===== config.mk =====
export PLATFORM = sky130hd
export DESIGN_NAME = match_timer
export DESIGN_NICKNAME = d
export VERILOG_FILES = /design/src/rtl/match_timer_pkg.sv /design/src/rtl/match_timer_prescaler.sv /design/src/rtl/match_timer_channel.sv /design/src/rtl/match_timer.sv
export SDC_FILE = /design/constraint.sdc
export NUM_CORES = 1
export LEC_CHECK = 0
export BUFFER_PORTS_ARGS = -buffer_cell sky130_fd_sc_hd__buf_2
export CAP_MARGIN = 20
export CORE_UTILIZATION = 23
export CTS_BUF_LIST = sky130_fd_sc_hd__clkbuf_16
export CTS_CLUSTER_DIAMETER = 60
export CTS_CLUSTER_SIZE = 25
export DETAILED_ROUTE_END_ITERATION = 8
export MAX_ROUTING_LAYER = met4
export PLACE_DENSITY_LB_ADDON = 0.1
export SLEW_MARGIN = 20
export SYNTH_ARGS = -nofsm -noshare
export SYNTH_HDL_FRONTEND = slang
export SYNTH_SLANG_ARGS = --single-unit

===== constraint.sdc =====
create_clock -name clk_i -period 8 [get_ports clk_i]
set_input_delay 1.6 -clock clk_i [delete_from_list [all_inputs] [get_ports clk_i]]
set_output_delay 1.6 -clock clk_i [all_outputs]
set_load 0.05 [all_outputs]

===== src/rtl/match_timer_pkg.sv =====
package match_timer_pkg;
  localparam int unsigned CSR_W    = 16;
  localparam int unsigned BIT_MF   = 15;
  localparam int unsigned BIT_OF   = 14;
  localparam int unsigned NDIV     = 3;            // divided rates /8 /32 /128
  localparam int unsigned TICK_N   = NDIV + 1;     // plus undivided
  localparam int unsigned DIV_W    = 1 + 2 * NDIV; // widest divider stage
  localparam logic [1:0]  REQ_IRQ  = 2'd2;

  typedef struct packed {
    logic       periodic;
    logic       out_ie;
    logic [1:0] req;
    logic [2:0] clk_sel;
  } chan_cfg_t;
endpackage


===== src/rtl/match_timer_prescaler.sv =====
module match_timer_prescaler
  import match_timer_pkg::*;
(
  input  logic              clk_i,
  input  logic              rst_ni,
  output logic [TICK_N-1:0] tick_o
);
  logic [DIV_W-1:0] div_q, div_d;

  always_comb div_d = div_q + 1'b1;

  always_ff @(posedge clk_i or negedge rst_ni) begin
    if (!rst_ni) div_q <= '0;
    else         div_q <= div_d;
  end

  // stage i divides by 2^(3+2i); the last slot is the undivided clock
  for (genvar i = 0; i < NDIV; i++) begin : g_stage
    localparam int unsigned SH = 3 + 2 * i;
    assign tick_o[i] = &div_q[SH-1:0];
  end
  assign tick_o[TICK_N-1] = 1'b1;

  assert_div_spacing_R9: assert property (@(posedge clk_i) disable iff (!rst_ni)
    tick_o[0] |=> !tick_o[0]);
  assert_div_nesting_R9: assert property (@(posedge clk_i) disable iff (!rst_ni)
    tick_o[NDIV-1] |-> tick_o[0]);
endmodule


===== src/rtl/match_timer_channel.sv =====
module match_timer_channel
  import match_timer_pkg::*;
#(
  parameter int unsigned CNT_W = 32
) (
  input  logic              clk_i,
  input  logic              rst_ni,
  input  logic              run_i,
  input  logic [TICK_N-1:0] tick_i,
  input  logic              wr_csr_i,
  input  logic              wr_cnt_i,
  input  logic              wr_cmp_i,
  input  logic [CNT_W-1:0]  wdata_i,
  output logic [CSR_W-1:0]  csr_o,
  output logic [CNT_W-1:0]  cnt_o,
  output logic [CNT_W-1:0]  cmp_o,
  output logic              irq_o
);
  chan_cfg_t        cfg_q, cfg_d;
  logic             mf_q, mf_d, of_q, of_d;
  logic [CNT_W-1:0] cnt_q, cnt_d, cmp_q, cmp_d, pend_val_q, pend_val_d;
  logic             pend_q, pend_d, pend_ph_q, pend_ph_d;
  logic             tick, load_now, step, equal, hit, roll;

  always_comb begin
    tick     = cfg_q.clk_sel[2] & tick_i[cfg_q.clk_sel[1:0]];
    load_now = pend_q & pend_ph_q & tick;
    step     = run_i & tick & ~load_now;
    equal    = (cnt_q == cmp_q);
    hit      = step & equal;
    roll     = step & (&cnt_q) & ~equal;

    cnt_d = cnt_q;
    if (load_now)  cnt_d = pend_val_q;
    else if (step) cnt_d = (hit && cfg_q.periodic) ? '0 : cnt_q + 1'b1;

    pend_d     = pend_q;
    pend_ph_d  = pend_ph_q;
    pend_val_d = pend_val_q;
    if (wr_cnt_i) begin
      pend_d     = 1'b1;
      pend_ph_d  = 1'b0;
      pend_val_d = wdata_i;
    end else if (pend_q && tick) begin
      if (pend_ph_q) pend_d = 1'b0;
      pend_ph_d = 1'b1;
    end

    cmp_d = wr_cmp_i ? wdata_i : cmp_q;
    cfg_d = cfg_q;
    if (wr_csr_i) cfg_d = '{periodic: wdata_i[8], out_ie: wdata_i[7],
                            req: wdata_i[5:4], clk_sel: wdata_i[2:0]};
    mf_d = hit  | (mf_q & ~(wr_csr_i & ~wdata_i[BIT_MF]));
    of_d = roll | (of_q & ~(wr_csr_i & ~wdata_i[BIT_OF]));
  end

  always_ff @(posedge clk_i or negedge rst_ni) begin
    if (!rst_ni) begin
      cfg_q      <= '0;
      mf_q       <= 1'b0;
      of_q       <= 1'b0;
      cnt_q      <= '0;
      cmp_q      <= '1;
      pend_q     <= 1'b0;
      pend_ph_q  <= 1'b0;
      pend_val_q <= '0;
    end else begin
      cfg_q      <= cfg_d;
      mf_q       <= mf_d;
      of_q       <= of_d;
      cnt_q      <= cnt_d;
      cmp_q      <= cmp_d;
      pend_q     <= pend_d;
      pend_ph_q  <= pend_ph_d;
      pend_val_q <= pend_val_d;
    end
  end

  assign csr_o = {mf_q, of_q, 5'b0, cfg_q.periodic, cfg_q.out_ie, 1'b0,
                  cfg_q.req, 1'b0, cfg_q.clk_sel};
  assign cnt_o = cnt_q;
  assign cmp_o = cmp_q;
  assign irq_o = mf_q & (cfg_q.req == REQ_IRQ);

  assert_hold_when_stopped_R3: assert property (@(posedge clk_i) disable iff (!rst_ni)
    (!run_i && !load_now) |=> $stable(cnt_q));
  assert_periodic_wrap_R4: assert property (@(posedge clk_i) disable iff (!rst_ni)
    (run_i && tick && !load_now && cfg_q.periodic && cnt_q == cmp_q) |=> (cnt_q == '0 && mf_q));
  assert_rollover_flag_R6: assert property (@(posedge clk_i) disable iff (!rst_ni)
    (run_i && tick && !load_now && (&cnt_q) && cnt_q != cmp_q) |=> of_q);
  assert_flag_sticky_R7: assert property (@(posedge clk_i) disable iff (!rst_ni)
    (mf_q && !(wr_csr_i && !wdata_i[BIT_MF])) |=> mf_q);
endmodule


===== src/rtl/match_timer.sv =====
module match_timer
  import match_timer_pkg::*;
#(
  parameter int unsigned NCH    = 2,
  parameter int unsigned CNT_W  = 32,
  parameter int unsigned DATA_W = 32,
  parameter int unsigned ADDR_W = 8
) (
  input  logic              clk_i,
  input  logic              rst_ni,
  input  logic              bus_en_i,
  input  logic              bus_we_i,
  input  logic [ADDR_W-1:0] bus_addr_i,
  input  logic [DATA_W-1:0] bus_wdata_i,
  output logic [DATA_W-1:0] bus_rdata_o,
  output logic [NCH-1:0]    irq_o
);
  localparam int unsigned BLK_LSB = 4;
  localparam int unsigned BLK_W   = ADDR_W - BLK_LSB;

  logic [BLK_W-1:0]  blk;
  logic [1:0]        word;
  logic              wr, wr_start;
  logic [NCH-1:0]    run_q, run_d;
  logic [TICK_N-1:0] ticks;
  logic [CSR_W-1:0]  csr_w [NCH];
  logic [CNT_W-1:0]  cnt_w [NCH];
  logic [CNT_W-1:0]  cmp_w [NCH];
  logic              unused_addr;

  assign blk         = bus_addr_i[ADDR_W-1:BLK_LSB];
  assign word        = bus_addr_i[3:2];
  assign unused_addr = ^bus_addr_i[1:0];
  assign wr          = bus_en_i & bus_we_i;
  assign wr_start    = wr & (blk == '0) & (word == 2'd0);

  always_comb run_d = wr_start ? bus_wdata_i[NCH-1:0] : run_q;

  always_ff @(posedge clk_i or negedge rst_ni) begin
    if (!rst_ni) run_q <= '0;
    else         run_q <= run_d;
  end

  match_timer_prescaler u_pre (
    .clk_i  (clk_i),
    .rst_ni (rst_ni),
    .tick_o (ticks)
  );

  for (genvar n = 0; n < NCH; n++) begin : g_ch
    logic sel;
    assign sel = wr & (blk == BLK_W'(n + 1));
    match_timer_channel #(.CNT_W(CNT_W)) u_ch (
      .clk_i    (clk_i),
      .rst_ni   (rst_ni),
      .run_i    (run_q[n]),
      .tick_i   (ticks),
      .wr_csr_i (sel & (word == 2'd0)),
      .wr_cnt_i (sel & (word == 2'd1)),
      .wr_cmp_i (sel & (word == 2'd2)),
      .wdata_i  (bus_wdata_i[CNT_W-1:0]),
      .csr_o    (csr_w[n]),
      .cnt_o    (cnt_w[n]),
      .cmp_o    (cmp_w[n]),
      .irq_o    (irq_o[n])
    );
  end

  always_comb begin
    bus_rdata_o = '0;
    if (blk == '0 && word == 2'd0) bus_rdata_o = DATA_W'(run_q);
    for (int n = 0; n < NCH; n++) begin
      if (blk == BLK_W'(n + 1)) begin
        case (word)
          2'd0:    bus_rdata_o = DATA_W'(csr_w[n]);
          2'd1:    bus_rdata_o = DATA_W'(cnt_w[n]);
          2'd2:    bus_rdata_o = DATA_W'(cmp_w[n]);
          default: bus_rdata_o = '0;
        endcase
      end
    end
  end
endmodule


# After elaboration in Yosys (flattened, before gate mapping)
# Cells that the tools add are included.
# Widths: inputs -> output; s select.
# totals
output_inout_bits,34
wordCells,133
reg_bits,223
input_bits,44
# classes
n_eq_ne,8
reduce_logical,20
bitwise,51
addsub,3
order_cmp,2
mux,25
# op_table
operator,n
$mux 32,8
$pmux 32 s3,2
$add 32x1->32 const B,2
$eq 32x32->1,2
$reduce_and 32->1,2
$and 1x1->1,37
$mux 1,12
$reduce_bool 2->1,6
$not 1->1,10
$add 7x1->7 const B,1
$reduce_and 7->1,1
$eq 2x2->1 const B,3
$lt 2x3->1 const B,2
$logic_and 1x1->1,5
$reduce_and 5->1,1
$bmux 1 s2,2
$eq 4x1->1 const B,1
$eq 4x2->1 const B,1
$logic_not 4->1,1
$or 1x1->1,4
$reduce_and 2->1,2
$reduce_and 3->1,1
$eq 2x1->1 const B,1
$logic_not 2->1,1
$mux 2,1

# Depth between registers and ports, before layout
# logic_depth
word_depth,12
ltp_mapped,10
mapped_depth_nobuf,9

# Hierarchy
# From an unflattened synthesis, not the netlist that was laid out.
# unflattened
cells_unflattened,1212
area_unflattened_um2,12553.3
# modules_own_cells
mod,instances,area_per_inst_um2,cells_per_inst,seq_area_each_um2
match_timer_channel at g_ch[1].u_ch,1,5460.2,489,2717.6
match_timer_channel at g_ch[0].u_ch,1,5395.2,489,2717.6
match_timer,1,1396.3,212,50.0
match_timer_prescaler,1,301.5,22,175.2

# Least setup slack after synthesis
# Ideal clock, no wire load.
# synth_path
kind,input to output
start,input port bus_addr_i[3]
end,output port bus_rdata_o[15]
stages,6
arrival_ns,3.369
required_time_ns,6.400
path_slack_ns,3.031
path_buffers,2
cell_sequence,buf_2 buf_1 mux2i_1 nor2_1 a21oi_1 o22ai_1
# synth_between
elab_chain_cells,4
elab_cells_between_ends,7
classes_between,eq/ne (2); mux (4); reduce/logical (1)
# synth_lines
element,line,text
from (decl),match_timer.sv:13,"input logic [ADDR_W-1:0] bus_addr_i,"
$eq 2x2->1 (tied with other cells),match_timer.sv:74,case (word)
$pmux 32 s3,match_timer.sv:74,
$mux 32,match_timer.sv:73,if (blk == BLK_W'(n + 1)) begin
$mux 32 *,match_timer.sv:73,
to (decl),match_timer.sv:15,"output logic [DATA_W-1:0] bus_rdata_o,"
# Mark *: on every way between the ends. The rest lies on a longest branch, timed or not.

# Worst setup path in the final report
# layout_path
start,input port bus_addr_i[3]
end,output port bus_rdata_o[16]
# Same word-level chain as after synthesis.

==> results.py <==
metrics = {
    "grt": {
        "use_met3_pct": 2.28,
        "grt_pass1_wl_um": 66000,
        "met2_usage_pct": 25.4,
        "grt_usage_pct": 16.9,
        "grt-busiest-layer": "met2",
        "antenna_found_initial": 1,
        "grt_overflow_total": 0,
        "grt_pass1_vias": 9741,
        "grt_use_met1_pct": 23.4,
        "grt_max_degree": 116,
    },
    "sta": {
        "skew_ns": 0.00949,
        "fin_crit_ns": 5.89,
        "finalSetupTns_ns": 0,
        "finalCritPeriodShare_pct": 73.6,
        "rsz0062_at_grt": "false",
        "maxSlewViolCount": 0,
        "fmax_mhz": 170,
        "slew_headroom_pct": 27.3,
        "tightest_slew_ns": 1.09,
        "finalHoldViolations": 0,
        "setup_violations": 0,
    },
    "synthesis": {
        "yosys_most_used_dff": "dfrtp_1",
        "ys_seq_elements": 223,
        "syn_area_per_cell_um2": 10.1,
        "synthCells": 1202,
        "ys_async_sr_fraction_pct": 100,
        "synth_cell_types": 51,
        "synth_edf_count": 0,
        "synth_nets": 1251,
        "yosysSeqAreaShare_pct": 46.4,
        "yosys_warnings": 0,
        "syn_area_mm2": 0.0122,
    },
    "cts": {
        "clock_sinks": 223,
        "clkTransAtPathRegs_ns": 0.05,
        "cts_buffers": 30,
        "clock_path_buffers": 3,
        "ctsResizeCount": 0,
        "cts_setup_buffers": 0,
        "root_buffer": "clkbuf_16",
        "hold_buffers": 0,
        "h-tree-depth": 1,
        "cts_tree": "built",
        "worstSkewPairLatency_ns": 0.57,
    },
    "final_layout": {
        "fillers": 5510,
        "drive_above_1_share_pct": 29.9,
        "post-route-util_pct": 27.4,
        "final_cell_mix": "dfrtp_1, mux2_2, nor2_1",
        "layout_commonest_cell": "dfrtp_1",
        "nNetsFinal": 1272,
        "syn2layout_area_growth_pct": 17.6,
    },
    "power": {
        "p_leak_nw": 5.69,
        "combPwrFrac_pct": 10.0,
        "p_sw_share_pct": 26.5,
        "switching_power_uw": 839,
        "p_per_area_mw_per_mm2": 221,
        "power_frac_seq_pct": 41.7,
        "p_int_mw": 2.33,
        "vdd_drop_max_uv": 175,
        "clockPowerShare_pct": 48.3,
    },
    "die": {
        "die_y_um": 232,
        "core.rowCount": 84,
        "initial_core_util_pct": 23.3,
        "io_pins": 78,
        "dieArea_mm2": 0.0540,
        "die_width_um": 232,
        "core_mm2": 0.0524,
    },
    "worst_setup_path": {
        "reg2reg_depth": 10,
        "endpoint_kind": "primary output",
        "worstSetupPathType": "in2out",
        "required_ns": 6.40,
        "r2r_setup_slack_ns": 4.90,
        "cp.arrival_ns": 4.29,
        "start_kind": "input pin",
        "critPathMaxFanout": 32,
    },
    "placement": {
        "globalplace.congestion": 0.793,
        "post-dp-hpwl_um": 30800,
        "numPortBuffers": 75,
    },
    "detailed_routing": {
        "drt-total-wl_um": 44000,
        "routed_via_density": 4.94,
        "antenna_left": 0,
        "vias": 9585,
        "drt-wirelength-per-cell_um": 22.7,
        "firstDrtPassIters": 5,
        "drt_iter0_markers": 612,
        "drc": 0,
    },
    "flow_run": {
        "maxCapViolCount": 0,
    },
    "hold_path": {
        "holdPathStages": 1,
        "hp-class": "reg2reg",
    },
    "run_status": {
        "status": "finished clean",
    },
}
final cells by class:
| type | instances | area (µm²) | share of cell area (%) |
|---|---|---|---|
| Clock inverter | 25 | 347 | 2.42 |
| Clock buffer | 31 | 776 | 5.41 |
| Multi-Input combinational cell | 825 | 5970 | 41.6 |
| Antenna cell | 4 | 10.0 | 0.0698 |
| Tap cell | 688 | 861 | 6.00 |
| Sequential cell | 223 | 5660 | 39.5 |
| Timing Repair Buffer | 94 | 541 | 3.77 |
| Inverter | 49 | 184 | 1.28 |
path summary, 6_finish.rpt:
check,start,endpoint
max,bus_addr_i[3],bus_rdata_o[16]
min,u_pre.div_q[5]$_DFF_PN0_,u_pre.div_q[5]$_DFF_PN0_
max reg2reg,u_pre.div_q[0]$_DFF_PN0_,g_ch[0].u_ch.cnt_o[30]$_DFFE_PN0P_
min reg2reg,u_pre.div_q[5]$_DFF_PN0_,u_pre.div_q[5]$_DFF_PN0_
max in group asynchronous,rst_ni,g_ch[0].u_ch.cnt_o[27]$_DFFE_PN0P_
min in group asynchronous,rst_ni,g_ch[1].u_ch.cnt_o[4]$_DFFE_PN0P_
sequential cells by signal, summed over array words and instances, names as in the netlist:
| name | cells |
|---|---|
| u_pre.div_q | 7 |
| g_ch.u_ch.cnt_o | 64 |
| g_ch.u_ch.pend_q | 2 |
| g_ch.u_ch.mf_q | 2 |
| g_ch.u_ch.pend_ph_q | 2 |
| g_ch.u_ch.of_q | 2 |
| g_ch.u_ch.cmp_o | 64 |
| g_ch.u_ch.pend_val_q | 64 |
| g_ch.u_ch.csr_o | 14 |
| run_q | 2 |
cell families after synthesis:
family | after synthesis | share of synthesized area [%]
AND/OR/NAND/NOR | 295 | 12.0
AO/OA/AOI/OAI | 286 | 15.5
flip-flops | 223 | 46.4
multiplexers | 162 | 14.8
buffers and inverters | 154 | 5.20
XOR/XNOR | 77 | 5.53
adder cells (fa/ha/maj) | 5 | 0.513
power groups by stage:
| stage | combinational [mW] | clock [mW] | sequential (mW) |
|---|---|---|---|
| 6_report | 0.318 | 1.53 | 1.32 |
| 5_1_grt | 0.348 | 1.62 | 1.33 |
| 4_1_cts | 0.326 | 1.58 | 1.32 |
| 3_5_place_dp | 0.325 | 0 | 1.34 |
| 3_3_place_gp | 0.322 | 0 | 1.34 |
| 2_1_floorplan | 0.206 | 0 | 1.30 |
Yosys cell counts, types with 3 or more instances:
master    instances  share of area, %
o211ai_1          4              0.25
nand4_1          42               2.2
o22ai_1          32               1.6
buf_1            10              0.31
mux2_2          142                13
o31ai_1           3              0.18
nor2_1           82               2.5
xnor2_1          69               5.0
nor4_1           11              0.56
inv_1            49               1.5
buf_4             5              0.31
clkbuf_2          3              0.12
or3_1             8              0.41
xor2_1            8              0.57
or4_1             3              0.18
nand2b_1          4              0.21
mux2i_1          18               1.5
a31oi_1          40               2.1
nand3_1          37               1.5
or2_2             4              0.21
buf_2            21              0.86
a32oi_1          37               2.7
ha_1              5              0.51
dfrtp_1         159                33
nand2_1          57               1.8
a22oi_1          65               4.0
nor3_1           19              0.78
nor2b_1           3              0.15
dfstp_2          64                14
o21ai_0          57               2.3
o311ai_0          3              0.22
and2_1            4              0.21
a21oi_1          27               1.1
and3_1           11              0.56
o21ai_1           8              0.33
clkbuf_1         65               2.0
metal layers:
| metal | share of wire (%) | vias up | wire length, µm |
|---|---|---|---|
| met4 | 2.9 | 0 | 1270 |
| li1 | - | 4483 | - |
| met3 | 3.3 | 68 | 1470 |
| met5 | 0 | - | 0 |
| met1 | 48 | 4872 | 21300 |
| met2 | 45 | 162 | 19900 |
through the flow:
stage | hold WS, ns | worst slack [ns] | instances | cell area, µm² | power [mW]
after floorplan | 0.441 | 3.03 | 1202 | 12200 | 1.50
after global placement | 0.461 | 2.08 | 1879 | 13200 | 1.66
after detailed placement | 0.467 | 2.09 | 1879 | 13200 | 1.66
after CTS | 0.475 | 2.10 | 1935 | 14300 | 3.23
after global routing | 0.510 | 2.00 | 1936 | 14300 | 3.30
final | 0.469 | 2.11 | 1939 | 14300 | 3.17
worst max-delay path: stages:
cell,delay [ns]
buf_2,0.61
nor2b_4,0.86
buf_4,0.35
a22oi_1,0.15
o22ai_1,0.34
buf_2,0.33
Power figures use the tool's default switching activity.
